===== src/rtl/sir_tx_pkg.sv =====
package sir_tx_pkg;

    localparam int CFG_W = 16;
    localparam int DIV_W = 6;
    localparam int WID_W = 5;
    localparam int PRE_W = 5;

    typedef enum logic [1:0] {
        ST_IDLE,
        ST_START,
        ST_DATA,
        ST_STOP
    } tx_state_t;

    function automatic logic [DIV_W-1:0] cfg_div(input logic [CFG_W-1:0] word);
        return word[CFG_W-1 -: DIV_W];
    endfunction

    function automatic logic [WID_W-1:0] cfg_wid(input logic [CFG_W-1:0] word);
        return word[PRE_W +: WID_W];
    endfunction

endpackage


===== src/rtl/sir_cfg_latch.sv =====
module sir_cfg_latch
    import sir_tx_pkg::*;
(
    input  logic             clk,
    input  logic             rst_n,
    input  logic             phy_en,
    input  logic             cfg_we,
    input  logic [CFG_W-1:0] cfg_wdata,
    input  logic [2:0]       mode_bits,
    input  logic             clk48_sel,
    output logic [CFG_W-1:0] applied,
    output logic             cfg_err,
    output logic             sel48_q,
    output logic             en_q
);

    logic [CFG_W-1:0] shadow;
    logic             en_rise;
    logic             mode_clash;

    assign en_rise    = phy_en && !en_q;
    assign mode_clash = (mode_bits[0] & mode_bits[1]) |
                        (mode_bits[0] & mode_bits[2]) |
                        (mode_bits[1] & mode_bits[2]);

    always_ff @(posedge clk or negedge rst_n) begin
        if (!rst_n) begin
            shadow <= '0;
        end else if (cfg_we && !phy_en) begin
            shadow <= cfg_wdata;
        end
    end

    always_ff @(posedge clk or negedge rst_n) begin
        if (!rst_n) begin
            en_q    <= 1'b0;
            applied <= '0;
            cfg_err <= 1'b0;
            sel48_q <= 1'b0;
        end else begin
            en_q <= phy_en;
            if (en_rise) begin
                applied <= shadow;
                cfg_err <= mode_clash;
                sel48_q <= clk48_sel;
            end
        end
    end

    // applied word holds whenever the enable was already high
    a_r2_applied_hold: assert property (@(posedge clk) disable iff (!rst_n)
        en_q |=> $stable(applied));

    // error flag moves only on an enable rising edge
    a_r3_err_only_on_rise: assert property (@(posedge clk) disable iff (!rst_n)
        !(phy_en && !en_q) |=> $stable(cfg_err));

    // a conflict at the edge is reported
    a_r3_err_on_clash: assert property (@(posedge clk) disable iff (!rst_n)
        (phy_en && !en_q && ($countones(mode_bits) > 1)) |=> cfg_err);

endmodule


===== src/rtl/sir_bit_clock.sv =====
module sir_bit_clock
    import sir_tx_pkg::*;
#(
    parameter int RATE_STEP   = 1152,
    parameter int CLK_A_UNITS = 400000,
    parameter int CLK_B_UNITS = 480000
) (
    input  logic             clk,
    input  logic             rst_n,
    input  logic             run,
    input  logic             sel48,
    input  logic [DIV_W-1:0] divisor,
    output logic             cell_end
);

    localparam int MAX_UNITS = (CLK_A_UNITS > CLK_B_UNITS) ? CLK_A_UNITS : CLK_B_UNITS;
    localparam int ACC_W     = $clog2(MAX_UNITS * (1 << DIV_W) + RATE_STEP) + 1;

    logic [ACC_W-1:0] acc;
    logic [ACC_W-1:0] unit_sel;
    logic [ACC_W-1:0] thr;
    logic [ACC_W-1:0] sum;

    assign unit_sel = sel48 ? ACC_W'(CLK_B_UNITS) : ACC_W'(CLK_A_UNITS);
    assign thr      = unit_sel * (ACC_W'(divisor) + ACC_W'(1));
    assign sum      = acc + ACC_W'(RATE_STEP);
    assign cell_end = run && (sum >= thr);

    always_ff @(posedge clk or negedge rst_n) begin
        if (!rst_n) begin
            acc <= '0;
        end else if (!run) begin
            acc <= '0;
        end else if (cell_end) begin
            acc <= sum - thr;
        end else begin
            acc <= sum;
        end
    end

    // phase residue stays below one cell while a frame runs
    a_r6_acc_below_cell: assert property (@(posedge clk) disable iff (!rst_n)
        run |-> (acc < thr));

endmodule


===== src/rtl/sir_pulse_shaper.sv =====
module sir_pulse_shaper
    import sir_tx_pkg::*;
#(
    parameter int TICK_DIV_A = 5,
    parameter int TICK_DIV_B = 3
) (
    input  logic             clk,
    input  logic             rst_n,
    input  logic             cell_start,
    input  logic             zero_bit,
    input  logic             stop_all,
    input  logic             sel48,
    input  logic [DIV_W-1:0] divisor,
    input  logic [WID_W-1:0] width,
    output logic             pulse_on
);

    localparam int MAX_DIV = (TICK_DIV_A > TICK_DIV_B) ? TICK_DIV_A : TICK_DIV_B;
    localparam int PS_W    = $clog2(MAX_DIV) + 1;
    localparam int TGT_W   = DIV_W + WID_W + 1;

    logic [PS_W-1:0]  presc;
    logic [PS_W-1:0]  presc_lim;
    logic [TGT_W-1:0] ticks;
    logic [TGT_W-1:0] target;

    assign presc_lim = sel48 ? PS_W'(TICK_DIV_B - 1) : PS_W'(TICK_DIV_A - 1);
    assign target    = (TGT_W'(width) + TGT_W'(1)) * (TGT_W'(divisor) + TGT_W'(1));

    always_ff @(posedge clk or negedge rst_n) begin
        if (!rst_n) begin
            pulse_on <= 1'b0;
            presc    <= '0;
            ticks    <= '0;
        end else if (stop_all) begin
            pulse_on <= 1'b0;
            presc    <= '0;
            ticks    <= '0;
        end else if (cell_start) begin
            pulse_on <= zero_bit;
            presc    <= '0;
            ticks    <= '0;
        end else if (pulse_on) begin
            if (presc == presc_lim) begin
                presc <= '0;
                ticks <= ticks + TGT_W'(1);
                if (ticks + TGT_W'(1) == target) begin
                    pulse_on <= 1'b0;
                end
            end else begin
                presc <= presc + PS_W'(1);
            end
        end
    end

    // a running pulse never counts past its programmed length
    a_r7_ticks_bound: assert property (@(posedge clk) disable iff (!rst_n)
        pulse_on |-> (ticks < target));

    // enable loss extinguishes the pulse at the next edge
    a_r10_pulse_stop: assert property (@(posedge clk) disable iff (!rst_n)
        stop_all |=> !pulse_on);

endmodule


===== src/rtl/sir_pulse_tx.sv =====
module sir_pulse_tx
    import sir_tx_pkg::*;
#(
    parameter int RATE_STEP   = 1152,
    parameter int CLK_A_UNITS = 400000,
    parameter int CLK_B_UNITS = 480000,
    parameter int TICK_DIV_A  = 5,
    parameter int TICK_DIV_B  = 3
) (
    input  logic        clk,
    input  logic        rst_n,
    input  logic        phy_en,
    input  logic        cfg_we,
    input  logic [15:0] cfg_wdata,
    input  logic [2:0]  mode_bits,
    input  logic        clk48_sel,
    input  logic        tx_pol,
    input  logic        byte_valid,
    input  logic [7:0]  byte_data,
    output logic        byte_ready,
    output logic        busy,
    output logic        ir_tx,
    output logic [15:0] cfg_applied,
    output logic        cfg_err
);

    localparam int NBITS = 8;
    localparam int IDX_W = $clog2(NBITS);

    tx_state_t        state, state_nx;
    logic [NBITS-1:0] shreg;
    logic [IDX_W-1:0] bit_idx;
    logic             en_q;
    logic             sel48_q;
    logic             cell_end;
    logic             cell_start;
    logic             zero_bit;
    logic             pulse_on;
    logic             accept;

    sir_cfg_latch u_cfg (
        .clk       (clk),
        .rst_n     (rst_n),
        .phy_en    (phy_en),
        .cfg_we    (cfg_we),
        .cfg_wdata (cfg_wdata),
        .mode_bits (mode_bits),
        .clk48_sel (clk48_sel),
        .applied   (cfg_applied),
        .cfg_err   (cfg_err),
        .sel48_q   (sel48_q),
        .en_q      (en_q)
    );

    sir_bit_clock #(
        .RATE_STEP   (RATE_STEP),
        .CLK_A_UNITS (CLK_A_UNITS),
        .CLK_B_UNITS (CLK_B_UNITS)
    ) u_rate (
        .clk      (clk),
        .rst_n    (rst_n),
        .run      (busy),
        .sel48    (sel48_q),
        .divisor  (cfg_div(cfg_applied)),
        .cell_end (cell_end)
    );

    sir_pulse_shaper #(
        .TICK_DIV_A (TICK_DIV_A),
        .TICK_DIV_B (TICK_DIV_B)
    ) u_shape (
        .clk        (clk),
        .rst_n      (rst_n),
        .cell_start (cell_start),
        .zero_bit   (zero_bit),
        .stop_all   (!phy_en),
        .sel48      (sel48_q),
        .divisor    (cfg_div(cfg_applied)),
        .width      (cfg_wid(cfg_applied)),
        .pulse_on   (pulse_on)
    );

    assign busy       = (state != ST_IDLE);
    assign byte_ready = (state == ST_IDLE) && en_q && phy_en;
    assign accept     = byte_valid && byte_ready;
    assign ir_tx      = pulse_on ^ tx_pol;

    // next-state logic
    always_comb begin
        state_nx = state;
        if (!phy_en) begin
            state_nx = ST_IDLE;
        end else begin
            unique case (state)
                ST_IDLE:  if (accept)   state_nx = ST_START;
                ST_START: if (cell_end) state_nx = ST_DATA;
                ST_DATA:  if (cell_end && bit_idx == IDX_W'(NBITS - 1)) state_nx = ST_STOP;
                ST_STOP:  if (cell_end) state_nx = ST_IDLE;
                default:  state_nx = ST_IDLE;
            endcase
        end
    end

    // state register
    always_ff @(posedge clk or negedge rst_n) begin
        if (!rst_n) begin
            state <= ST_IDLE;
        end else begin
            state <= state_nx;
        end
    end

    // cell-start outputs toward the pulse shaper
    always_comb begin
        cell_start = 1'b0;
        zero_bit   = 1'b0;
        unique case (state)
            ST_IDLE: begin
                if (accept) begin
                    cell_start = 1'b1;
                    zero_bit   = 1'b1;
                end
            end
            ST_START: begin
                if (cell_end) begin
                    cell_start = 1'b1;
                    zero_bit   = !shreg[0];
                end
            end
            ST_DATA: begin
                if (cell_end) begin
                    cell_start = 1'b1;
                    zero_bit   = (bit_idx == IDX_W'(NBITS - 1)) ? 1'b0 : !shreg[1];
                end
            end
            ST_STOP: begin
                if (cell_end) begin
                    cell_start = 1'b1;
                end
            end
            default: ;
        endcase
    end

    // shift register and bit index
    always_ff @(posedge clk or negedge rst_n) begin
        if (!rst_n) begin
            shreg   <= '0;
            bit_idx <= '0;
        end else if (accept) begin
            shreg   <= byte_data;
            bit_idx <= '0;
        end else if (state == ST_DATA && cell_end) begin
            shreg   <= {1'b0, shreg[NBITS-1:1]};
            bit_idx <= bit_idx + IDX_W'(1);
        end
    end

    // an accepted byte makes the block busy
    a_r8_accept_busy: assert property (@(posedge clk) disable iff (!rst_n)
        accept |=> busy);

    // enable loss ends the frame
    a_r10_abort: assert property (@(posedge clk) disable iff (!rst_n)
        !phy_en |=> !busy);

    // no light outside a frame
    a_r5_dark_when_idle: assert property (@(posedge clk) disable iff (!rst_n)
        !busy |-> !pulse_on);

    // ready never shows in the first cycle of the enable
    a_r4_ready_after_apply: assert property (@(posedge clk) disable iff (!rst_n)
        byte_ready |-> (en_q && phy_en));

endmodule


===== config.mk =====
export PLATFORM = sky130hd
export DESIGN_NAME = sir_pulse_tx
export DESIGN_NICKNAME = d
export VERILOG_FILES = /design/src/rtl/sir_tx_pkg.sv /design/src/rtl/sir_cfg_latch.sv /design/src/rtl/sir_bit_clock.sv /design/src/rtl/sir_pulse_shaper.sv /design/src/rtl/sir_pulse_tx.sv
export SDC_FILE = /design/constraint.sdc
export NUM_CORES = 1
export LEC_CHECK = 0
export BUFFER_PORTS_ARGS = -buffer_cell sky130_fd_sc_hd__buf_2
export CORE_ASPECT_RATIO = 1.25
export CORE_MARGIN = 1
export CORE_UTILIZATION = 55
export CTS_CLUSTER_DIAMETER = 50
export CTS_CLUSTER_SIZE = 16
export DETAILED_ROUTE_END_ITERATION = 10
export PLACE_DENSITY = 0.72
export RECOVER_POWER = 100
export REMOVE_ABC_BUFFERS = 1
export SETUP_SLACK_MARGIN = 0.2
export SYNTH_ARGS = -nofsm -noshare
export SYNTH_HDL_FRONTEND = slang
export SYNTH_HIERARCHICAL = 1
export SYNTH_SLANG_ARGS = --single-unit

===== constraint.sdc =====
create_clock -name clk -period 13.8 [get_ports clk]
set_input_delay 2.76 -clock clk [delete_from_list [all_inputs] [get_ports clk]]
set_output_delay 2.76 -clock clk [all_outputs]
set_load 0.01 [all_outputs]

==> qor.yml <==
logic_synthesis:
  yosys_warnings: 6
  syn-mean-instance-area_um2: 9.61
  syn_area_um2: 8560
  ys_seq_area_share_pct: 24.6
  synth_cell_types: 71
  synth_edf_count: 0
  synthCells: 890
  synth_ff_type: "dfrtp_1"
  ys_async_sr_fraction_pct: 100
  synth_seq_cells: 84
clocking:
  ctsResizeCount: 0
  htree_levels: 3
  ctsHoldBuffers: 0
  postCtsSetupBuffers: 0
  cts_sinks: 84
  cts_tree: "built"
  root_buffer: "clkbuf_16"
  clock_tree.buffer_depth: 2
  path_clk_slew_ns: 0.06
  cts_buffers: 9
  clk_latency_ns: 0.35
worst_setup_path:
  crit_buf_inv: 3
  ff2ff_path_depth: 32
  cp-start-kind: "register"
  end_kind: "register"
  arrival_ns: 8.92
  cpMostUsedCell: "ha_1"
  cp.required_ns: 14.02
  r2r-end: "u_shape/pulse_on"
  path_delay_family: "compound AO/OA/AOI/OAI gates"
  crit_path_max_fanout: 24
  max_stage_delay_ns: 0.85
  rrSetupSlack_ns: 5.11
  reg2reg_from: "u_cfg/applied[11]"
  crit_slowest_cell: "a221o_1"
  crit_type: "reg2reg"
timing:
  hold_violations: 0
  period_minus_slack_ns: 8.69
  worstMarginPinSlew_ns: 2.98
  max_freq_mhz: 115
  finClkSkew_ns: 0.00694
  fin_setup_tns_ns: 0
  rsz0062_at_grt: "false"
  finalSetupViolations: 0
  slew_viol_final: 77
  max_slew_margin_pct: -98.5
  fin_crit_sh_pct: 63.0
route:
  vias: 6268
  dr_wl_met3_um: 438
  viasPerCell: 5.45
  met2WireLength_mm: 8.38
  wl_mm: 16.9
  wl_met1_mm: 7.84
  firstDrtPassIters: 5
  drc: 0
  wl_per_cell_um: 14.7
  routed.top_layer: "met4"
  drt-initial-drc-count: 243
  ant_nets: 0
floorplanning:
  pin_count: 54
  start_util_pct: 56.8
  fp.dieW_um: 114
  die_h_um: 141
  core_area_um2: 15100
  die_area_um2: 16100
  rows: 50
worst_hold_path:
  min_path_cells: 1
  min_to: "u_cfg/shadow[14]"
  hp-start: "u_cfg/shadow[14]"
  hold_path_class: "reg2reg"
placed_design:
  port_buffers: 53
  dpl.hpwl_mm: 13.5
  globalplace.congestion: 0.858
run:
  maxCapViolCount: 2
layout:
  drive_above_1_share_pct: 9.45
  diodes: 0
  nets: 1122
  final_cell_mix: "ha_1 (105), inv_1 (87), dfrtp_1 (84)"
  mostFrequentLayoutCell: "ha_1"
  area_growth_pct: 7.19
grt:
  grt_pass1_wl_mm: 29.1
  grt_max_degree: 58
  track_usage_pct: 22.7
  antenna_found_initial: 0
  overflow: 0
  grt_pass1_vias: 6162
outcome:
  status: "finished, violations left"
  violations: "max-capacitance violations, max-slew violations"
[through the flow]
step	hold slack, ns	util [%]	cells	setup slack [ns]	area (um^2)
6_report	0.497	60.8	1150	5.11	9170
5_1_grt	0.517	60.8	1150	4.35	9170
4_1_cts	0.505	61.7	1150	5.75	9300
3_5_place_dp	0.490	59.4	1134	5.79	8960
3_3_place_gp	0.482	59.4	1134	6.00	8960
2_1_floorplan	0.466	-	870	6.26	8410
[cells by family (layout without fill, tap and decap cells)]
group	after synthesis	count (layout)	synth area share (%)
AO/OA/AOI/OAI	134	134	10.3
XOR/XNOR	97	97	10.1
adder cells (fa/ha/maj)	152	152	26.2
buffers and inverters	108	159	5.63
flip-flops	84	84	24.6
multiplexers	53	53	7.57
other	2	3	0.0878
AND/OR/NAND/NOR	260	260	15.6
[cells in the mapped netlist (all sizes together), types with 4 or more instances]
cell    instances  area, um^2
o21ai          30         150
o22ai           4        25.0
dfrtp          84        2100
xor2           38         333
and3           10        63.8
clkbuf          8        30.0
nand2b          9        56.3
nand4           9        62.6
nand2          74         285
nor2b          26         170
or3             5        31.3
a21boi          4        33.8
a21o           11        82.6
o211ai          4        35.0
and2           12        75.1
ha            105        1310
nand3          30         150
o21bai          7        52.6
xnor2          58         508
mux2           34         458
inv            87         327
buf            13         125
fa             46         921
a41oi           4        53.8
mux2i          19         190
a21oi          46         230
nor2           48         183
or2            10        62.6
nor3           12        60.1
nor4            4        31.3
[worst max path at each step]
stage | start | to | slack [ns] | cells past startpoint
global placement | u_cfg/applied[11] | u_shape/pulse_on | 6.00 | 30
global route | u_cfg/applied[11] | u_shape/pulse_on | 4.35 | 33
detailed placement | u_cfg/applied[11] | u_shape/pulse_on | 5.79 | 30
finish | u_cfg/applied[11] | u_shape/pulse_on | 5.11 | 32
floorplan | u_cfg/applied[10] | u_shape/pulse_on | 6.26 | 30
CTS | u_cfg/applied[11] | u_shape/pulse_on | 5.75 | 30
[per-layer routing]
| layer | up-vias | GRT usage [%] |
|---|---|---|
| met5 | - | 0 |
| met4 | 0 | 5.75 |
| met3 | 13 | 3.72 |
| met2 | 84 | 38.8 |
| met1 | 3043 | 29.9 |
| li1 | 3128 | - |
[flip-flops by register name (all words and copies together), names as in the netlist, 2 cells and up]
name           flops
u_rate/acc        19
u_cfg/applied     16
u_cfg/shadow      16
u_shape/ticks     12
shreg              8
u_shape/presc      4
bit_idx            3
state              2
[area by class of cell]
type | instances | area (um^2)
repair buffers | 56 | 250
inverters | 87 | 327
clock buffers | 10 | 239
multi-input cells | 699 | 5890
clock inverters | 6 | 100
well taps | 208 | 260
flip-flops and latches | 84 | 2100
fillers | 1355 | 5900
Power is left out: the tool's default activity adds up to more than one toggle a clock period on the data nets, which glitch-free logic cannot reach.
